File: src/rtl/sdp_pkg.sv
package sdp_pkg;
  typedef enum logic [1:0] {
    TM_IDLE  = 2'd0,
    TM_WAIT  = 2'd1,
    TM_BURST = 2'd2
  } tm_state_e;

  localparam int DIR_WR = 0;
  localparam int DIR_RD = 1;
endpackage

File: src/rtl/sdp_beat_timer.sv
module sdp_beat_timer
  import sdp_pkg::*;
#(
  parameter int CNT_W  = 3,
  parameter int BEAT_W = 4
) (
  input  logic              clk,
  input  logic              rst_n,
  input  logic              start_i,
  input  logic [CNT_W-1:0]  delay_i,
  input  logic [BEAT_W-1:0] blen_i,
  input  logic              page_i,
  input  logic              stop_i,
  output logic              fire_o
);
  tm_state_e         state_q, state_d;
  logic [CNT_W-1:0]  cnt_q, cnt_d;
  logic [BEAT_W-1:0] beat_q, beat_d;
  logic              burst_end;

  // fixed burst ends on its last count, page burst on the stop strobe
  assign burst_end = page_i ? stop_i : (beat_q == (blen_i - BEAT_W'(1)));

  always_comb begin
    state_d = state_q;
    cnt_d   = cnt_q;
    beat_d  = beat_q;
    case (state_q)
      TM_IDLE: begin
        if (start_i) begin
          if (delay_i <= CNT_W'(1)) begin
            state_d = TM_BURST;
            beat_d  = '0;
          end else begin
            state_d = TM_WAIT;
            cnt_d   = delay_i - CNT_W'(1);
          end
        end
      end
      TM_WAIT: begin
        if (cnt_q <= CNT_W'(1)) begin
          state_d = TM_BURST;
          beat_d  = '0;
        end else begin
          cnt_d = cnt_q - CNT_W'(1);
        end
      end
      TM_BURST: begin
        beat_d = beat_q + BEAT_W'(1);
        if (burst_end) state_d = TM_IDLE;
      end
      default: state_d = TM_IDLE;
    endcase
  end

  always_ff @(posedge clk or negedge rst_n) begin
    if (!rst_n) begin
      state_q <= TM_IDLE;
      cnt_q   <= '0;
      beat_q  <= '0;
    end else begin
      state_q <= state_d;
      cnt_q   <= cnt_d;
      beat_q  <= beat_d;
    end
  end

  assign fire_o = (state_q == TM_BURST);
endmodule

File: src/rtl/sdp_wr_lane.sv
module sdp_wr_lane #(
  parameter int DW = 32,
  parameter int MW = DW / 8
) (
  input  logic          clk,
  input  logic          rst_n,
  input  logic          cap_i,
  input  logic          fire_i,
  input  logic [DW-1:0] wdata_i,
  input  logic [MW-1:0] mask_i,
  output logic [DW-1:0] dq_o,
  output logic [MW-1:0] dqm_o,
  output logic          oe_o
);
  logic [DW-1:0] head_q, pipe_q, dq_q, dq_d;
  logic [MW-1:0] hmask_q, pmask_q, dqm_q, dqm_d;
  logic          fire_q, oe_q, first_beat;

  // a beat with no beat before it takes the word held from the acknowledge
  assign first_beat = fire_i && !fire_q;

  always_comb begin
    dq_d  = dq_q;
    dqm_d = '0;
    if (fire_i) begin
      dq_d  = first_beat ? head_q  : pipe_q;
      dqm_d = first_beat ? hmask_q : pmask_q;
    end
  end

  always_ff @(posedge clk or negedge rst_n) begin
    if (!rst_n) begin
      head_q  <= '0;
      hmask_q <= '0;
      pipe_q  <= '0;
      pmask_q <= '0;
      fire_q  <= 1'b0;
      dq_q    <= '0;
      dqm_q   <= '0;
      oe_q    <= 1'b0;
    end else begin
      if (cap_i) begin
        head_q  <= wdata_i;
        hmask_q <= mask_i;
      end
      pipe_q  <= wdata_i;
      pmask_q <= mask_i;
      fire_q  <= fire_i;
      dq_q    <= dq_d;
      dqm_q   <= dqm_d;
      oe_q    <= fire_i;
    end
  end

  assign dq_o  = dq_q;
  assign dqm_o = dqm_q;
  assign oe_o  = oe_q;
endmodule

File: src/rtl/sdp_rd_lane.sv
module sdp_rd_lane #(
  parameter int DW = 32
) (
  input  logic          clk,
  input  logic          rst_n,
  input  logic          fire_i,
  input  logic [DW-1:0] dq_i,
  output logic [DW-1:0] rdata_o,
  output logic          rvalid_o
);
  logic [DW-1:0] cap_q, out_q;
  logic          cap_v_q, out_v_q;

  always_ff @(posedge clk or negedge rst_n) begin
    if (!rst_n) begin
      cap_q   <= '0;
      cap_v_q <= 1'b0;
      out_q   <= '0;
      out_v_q <= 1'b0;
    end else begin
      if (fire_i)  cap_q <= dq_i;
      cap_v_q <= fire_i;
      if (cap_v_q) out_q <= cap_q;
      out_v_q <= cap_v_q;
    end
  end

  assign rdata_o  = out_q;
  assign rvalid_o = out_v_q;
endmodule

File: src/rtl/sdram_dpath.sv
module sdram_dpath
  import sdp_pkg::*;
#(
  parameter int DW    = 32,
  parameter int CL_W  = 2,
  parameter int RCD_W = 2,
  parameter int BL_W  = 4
) (
  input  logic              clk,
  input  logic              rst_n,
  input  logic              ack_i,
  input  logic              ack_wr_i,
  input  logic              stop_i,
  input  logic [CL_W-1:0]   cfg_cl_i,
  input  logic [RCD_W-1:0]  cfg_rcd_i,
  input  logic [BL_W-1:0]   cfg_blen_i,
  input  logic              cfg_page_i,
  input  logic [DW-1:0]     host_wdata_i,
  input  logic [DW/8-1:0]   host_mask_i,
  output logic [DW-1:0]     host_rdata_o,
  output logic              host_rvalid_o,
  input  logic [DW-1:0]     dq_i,
  output logic [DW-1:0]     dq_o,
  output logic              dq_oe_o,
  output logic [DW/8-1:0]   dqm_o
);
  localparam int MW    = DW / 8;
  localparam int CNT_W = ((CL_W > RCD_W) ? CL_W : RCD_W) + 1;

  logic [CNT_W-1:0] delay [2];
  logic [1:0]       start;
  logic [1:0]       fire;
  logic             wr_fire, rd_fire;

  // write beats load one cycle ahead of the pins; read beats sit on the pins
  assign delay[DIR_WR] = CNT_W'(cfg_rcd_i) - CNT_W'(1);
  assign delay[DIR_RD] = CNT_W'(cfg_rcd_i) + CNT_W'(cfg_cl_i);
  assign start[DIR_WR] = ack_i &  ack_wr_i;
  assign start[DIR_RD] = ack_i & ~ack_wr_i;

  for (genvar g = 0; g < 2; g++) begin : g_dir
    sdp_beat_timer #(.CNT_W(CNT_W), .BEAT_W(BL_W)) i_timer (
      .clk     (clk),
      .rst_n   (rst_n),
      .start_i (start[g]),
      .delay_i (delay[g]),
      .blen_i  (cfg_blen_i),
      .page_i  (cfg_page_i),
      .stop_i  (stop_i),
      .fire_o  (fire[g])
    );
  end

  assign wr_fire = fire[DIR_WR];
  assign rd_fire = fire[DIR_RD];

  sdp_wr_lane #(.DW(DW), .MW(MW)) i_wr (
    .clk     (clk),
    .rst_n   (rst_n),
    .cap_i   (start[DIR_WR]),
    .fire_i  (wr_fire),
    .wdata_i (host_wdata_i),
    .mask_i  (host_mask_i),
    .dq_o    (dq_o),
    .dqm_o   (dqm_o),
    .oe_o    (dq_oe_o)
  );

  sdp_rd_lane #(.DW(DW)) i_rd (
    .clk      (clk),
    .rst_n    (rst_n),
    .fire_i   (rd_fire),
    .dq_i     (dq_i),
    .rdata_o  (host_rdata_o),
    .rvalid_o (host_rvalid_o)
  );
endmodule

File: config.mk
export PLATFORM = sky130hd
export DESIGN_NAME = sdram_dpath
export DESIGN_NICKNAME = d
export VERILOG_FILES = /design/src/rtl/sdp_pkg.sv /design/src/rtl/sdp_beat_timer.sv /design/src/rtl/sdp_wr_lane.sv /design/src/rtl/sdp_rd_lane.sv /design/src/rtl/sdram_dpath.sv
export SDC_FILE = /design/constraint.sdc
export NUM_CORES = 1
export LEC_CHECK = 0
export ABC_AREA = 1
export BUFFER_PORTS_ARGS = -buffer_cell sky130_fd_sc_hd__buf_2
export CAP_MARGIN = 20
export CORE_ASPECT_RATIO = 1.5
export CORE_MARGIN = 4
export CORE_UTILIZATION = 45
export CTS_BUF_LIST = sky130_fd_sc_hd__clkbuf_16
export CTS_CLUSTER_DIAMETER = 100
export DETAILED_ROUTE_END_ITERATION = 6
export GPL_ROUTABILITY_DRIVEN = 0
export PLACE_DENSITY = 0.67
export SETUP_SLACK_MARGIN = 0.3
export SKIP_LAST_GASP = 1
export SLEW_MARGIN = 10
export SYNTH_ARGS = -nofsm -noshare
export SYNTH_HDL_FRONTEND = slang
export SYNTH_HIERARCHICAL = 1
export SYNTH_SLANG_ARGS = --single-unit
export TNS_END_PERCENT = 20
File: constraint.sdc
create_clock -name clk -period 2.6 [get_ports clk]
set_clock_uncertainty 0.15 [all_clocks]
set_input_delay 0.52 -clock clk [delete_from_list [all_inputs] [get_ports clk]]
set_output_delay 0.52 -clock clk [all_outputs]
set_load 0.1 [all_outputs]
* Yosys cells after proc, flatten, opt, wreduce, memory -nomap -nowiden
Index checks and enable logic that the tools add are counted.
Storage, ports and cells: bits in registers 193
Cells by class: add/sub/neg operators 9, magnitude comparators 4, eq/ne operators 18, multiplexer cells 31, bitwise logic cells 3, reduce and logical (&&, ||, !) cells 14
Operators with widths (number):
- $mux 32 | 1
- $mux 4 | 8
- $pmux 4 s3 | 2
- $mux 3 | 6
- $mux 2 | 8
- $reduce_and 4->1 | 4
- $le 3x1->1 const B | 4
- $ne 2x1->1 const B | 6
- $ne 2x2->1 const B | 6
- $pmux 2 s3 | 2
- $pmux 3 s2 | 2
- $sub 3x1->3 const B | 4
- $add 4x1->4 const B | 2
- $eq 4x4->1 | 2
- $reduce_and 3->1 | 2
- $reduce_bool 3->1 | 2
- $eq 2x1->1 const B | 2
- $eq 2x2->1 const B | 2
- $logic_not 2->1 | 2
- $reduce_bool 2->1 | 2
- $sub 4x1->4 const B | 1
- $add 2x2->3 | 1
- $sub 2x1->3 const B | 1
- $and 1x1->1 | 2
- other kinds (4) | 5

* Logic depth before layout (Yosys ltp)
depth in word-level cells 5, depth in mapped cells 12, depth with buffers taken out 12

* Modules after synthesis
Netlist, hierarchy kept.
By module, submodules not included:
- sdp_wr_lane | instances 1, cells an instance 445, area an instance 4150.2 um^2
- sdp_rd_lane | instances 1, cells an instance 274, area an instance 2621.3 um^2
- sdp_beat_timer | instances 2, cells an instance 118, area an instance 825.8 um^2
- sdram_dpath | instances 1, cells an instance 10, area an instance 73.8 um^2

* Worst setup path after synthesis
OpenSTA, ideal clock, no wires.
path type input port to flip-flop, start point input cfg_cl_i[0], end point register g_dir[1].i_timer.beat_q[1], data arrival time 1.897 ns, required time 2.333 ns, setup slack 0.436 ns, stages on the path 10, path buffers 0, cells stage by stage ha_1 > fa_1 > inv_1 > ha_1 > a21oi_1 > nor2_1 > nand2_2 > nand2_4 > nand3b_1 > nand2_1
RTL lines:
- from (decl) | line sdram_dpath.sv:14 | input logic [CL_W-1:0] cfg_cl_i,
- to (signal assigned) | line sdp_beat_timer.sv:64 | beat_q <= beat_d;
- to (decl) | line sdp_beat_timer.sv:18 | logic [BEAT_W-1:0] beat_q, beat_d;

==> flow_summary.json <==
{
  "die-area_mm2": 0.0212,
  "path_buf_inv": 2,
  "cts_resized": 0,
  "pin_count": 152,
  "cts.sinks": 193,
  "yosys.area_share.simple_pct": 26.4,
  "first_iter_violations": 326,
  "path_cells": "buf_2 -> ha_1 -> fa_1 -> inv_1 -> ha_1 -> a21oi_1 -> nor2_1 -> nand2_2 -> nand2_4 -> nand2_4 -> nand2_1 -> nand2_1",
  "synthCells": 965,
  "min_path_type": "in -> reg",
  "hold_viol_final": 0,
  "worst_slack_ns": 0.599,
  "worst_path_max_delay_cell": "fa_1",
  "holdBufCountCts": 1,
  "drive_above_1_share_pct": 21.4,
  "synth_seq_cells": 193,
  "synth-compound-area-share_pct": 3.36,
  "grt_pass1_wl_um": 31100,
  "synth_top_area_share_pct": 56.8,
  "synth_top_family_by_area": "simple AND/OR/NAND/NOR gates",
  "nets": 1214,
  "cp-start-kind": "input port",
  "clk_pin_slew_worst_paths_ns": 0.07,
  "drv_cap": 0,
  "synthesis.area_mm2": 0.00850,
  "critPathArrivalTime_ns": 2.16,
  "fp.coreArea_mm2": 0.0185,
  "drtAntennaViolNets": 0,
  "gr-total-overflow": 0,
  "synth_edf_count": 0,
  "num_antenna_cells": 0,
  "grt_use_total_pct": 18.3,
  "status": "complete, no violations",
  "tns_ns": 0,
  "synth.distinct_cells": 32,
  "synth.largest_area_cell": "dfrtp_1",
  "async_reset_ff_share_pct": 100,
  "min_period_ns": 2.00,
  "clock_latency_ns": 0.42,
  "fillers": 1749,
  "drv_slew": 0,
  "cts_tree": "built",
  "wirelength_um": 18100,
  "viasPerCell": 4.61,
  "rsz0062_at_grt": "false",
  "maxSlewHeadroom_pct": 57.3,
  "muxShareOfSynthArea_pct": 0.236,
  "numCtsBuffers": 17,
  "worstSetupPathType": "in -> reg",
  "die_h_um": 176,
  "post-cts-setup-buffer-count": 0,
  "synth.avg_cell_area_um2": 8.81,
  "antenna_found_initial": 0,
  "endpoint_kind": "flip-flop",
  "cts_buffer_depth": 2,
  "path_delay_family": "adder cells",
  "tightest_slew_ns": 0.640,
  "path_max_fanout": 6,
  "clock-root-buffer": "clkbuf_16",
  "synth_flop_cell": "dfrtp_1",
  "wire_per_inst_um": 13.1,
  "synthToLayoutAreaGrowth_pct": 17.1,
  "synth_xor_area_share_pct": 0.825,
  "drc": 0,
  "ys.warnings.count": 6,
  "fmax_mhz": 500,
  "die_x_um": 120,
  "period_share_pct": 77.0,
  "firstDrtPassIters": 7,
  "cpPeakStageDelay_ns": 0.42,
  "grt_pass1_vias": 6517,
  "num_vias": 6333,
  "synth_seq_area_share_pct": 56.8,
  "synth_fp_nets": 1068,
  "row_count": 61,
  "htree_levels": 4,
  "place_ws_ns": 0.172,
  "final_core_util_pct": 53.7,
  "required_ns": 2.76,
  "grt_max_degree": 73,
  "setup_viol": 0,
  "io_buffers": 151,
  "ys_top_cells_by_area": "dfrtp_1, nand2_1, inv_1",
  "synthAdderAreaFrac_pct": 3.18,
  "start_util_pct": 45.8,
  "hpwl_um": 12300
}
[state kept, by name (all words and copies together), names as in the netlist]
name                   count
i_wr/dqm_o                 4
i_wr/hmask_q               4
i_wr/dq_o                 32
i_rd/cap_v_q               1
g_dir.i_timer/state_q      4
i_rd/cap_q                32
i_wr/head_q               32
i_wr/pipe_q               32
i_rd/rdata_o              32
i_rd/rvalid_o              1
i_wr/pmask_q               4
g_dir.i_timer/beat_q       8
i_wr/oe_o                  1
g_dir.i_timer/cnt_q        6
[Yosys cell counts (4+ instances only)]
| cell | count |
|---|---|
| nand2_4 | 6 |
| ha_1 | 20 |
| buf_2 | 11 |
| dfrtp_1 | 193 |
| a21oi_1 | 6 |
| nand4_1 | 6 |
| nand2_2 | 24 |
| inv_1 | 105 |
| buf_4 | 4 |
| nand2_1 | 419 |
| nor2_1 | 22 |
| nand3_1 | 50 |
| o21ai_0 | 44 |
| buf_6 | 14 |
| nand3b_1 | 4 |
| xnor2_1 | 4 |
| xor2_1 | 4 |
[cell usage in the layout, fill, tap and decap left out, drive strengths merged, types with 6 or more instances in the layout]
| cell type | instances |
|---|---|
| buf | 161 |
| nand3 | 52 |
| clkbuf | 18 |
| a21oi | 8 |
| dfrtp | 193 |
| nand4 | 6 |
| nor2 | 23 |
| clkinv | 8 |
| nand2 | 449 |
| inv | 117 |
| o21ai | 46 |
| ha | 20 |
[path summary, 6_finish.rpt]
kind / startpoint / endpoint / slack [ns] / cells past startpoint
max: cfg_cl_i[0] / g_dir[1].i_timer/beat_q[2] / 0.60 / 12
min reg2reg: i_rd/rdata_o[15] / i_rd/rdata_o[15] / 0.32 / 2
max reg2reg: g_dir[1].i_timer/state_q[0] / g_dir[1].i_timer/state_q[1] / 0.96 / 8
min in group asynchronous: rst_n / i_wr/dq_o[23] / 0.48 / 2
max in group asynchronous: rst_n / g_dir[0].i_timer/state_q[1] / 1.13 / 3
min: host_wdata_i[7] / i_wr/pipe_q[7] / 0.06 / 1
[routing by layer]
| metal | vias to the layer above | global-route usage (%) | wire length [um] |
|---|---|---|---|
| li1 | 3207 | - | - |
| met1 | 2975 | 22.0 | 7550 |
| met2 | 129 | 32.4 | 9350 |
| met3 | 22 | 4.13 | 912 |
| met4 | 0 | 5.54 | 264 |
| met5 | - | 0 | 0 |
[cell families after synthesis]
logic type	after synthesis
flip-flops	193
AND/OR/NAND/NOR	538
AO/OA/AOI/OAI	54
multiplexers	2
buffers and inverters	149
XOR/XNOR	8
adder cells (fa/ha/maj)	21
[area by class of cell]
| type | count | area (um2) | area share [%] |
|---|---|---|---|
| tap | 252 | 315 | 3.17 |
| clock inverter | 14 | 115 | 1.16 |
| timing repair buffer | 163 | 922 | 9.27 |
| multi-input combinational | 623 | 2900 | 29.1 |
| clock buffer | 17 | 425 | 4.27 |
| inverter | 113 | 449 | 4.51 |
| sequential | 193 | 4830 | 48.5 |
[stage by stage]
step,std cells,hold WS (ns),cell area [um2]
final,1375,0.0598,9950
after detailed placement,1343,0.303,9400
after global routing,1375,0.0324,9950
after CTS,1375,0.0368,9950
after floorplan,965,0.0744,8500
after global placement,1343,0.299,9400
[worst register-to-register path, stage by stage, from the launching register on]
cell and delay [ns]:
dfrtp_1 0.40, inv_1 0.10, ha_1 0.20, buf_12 0.21, inv_1 0.12, a21oi_1 0.12
nand2_1 0.11, nand3_1 0.08, nand2_1 0.05
Power is left out: the tool's default activity adds up to more than one toggle a clock period on the data nets, which glitch-free logic cannot reach.
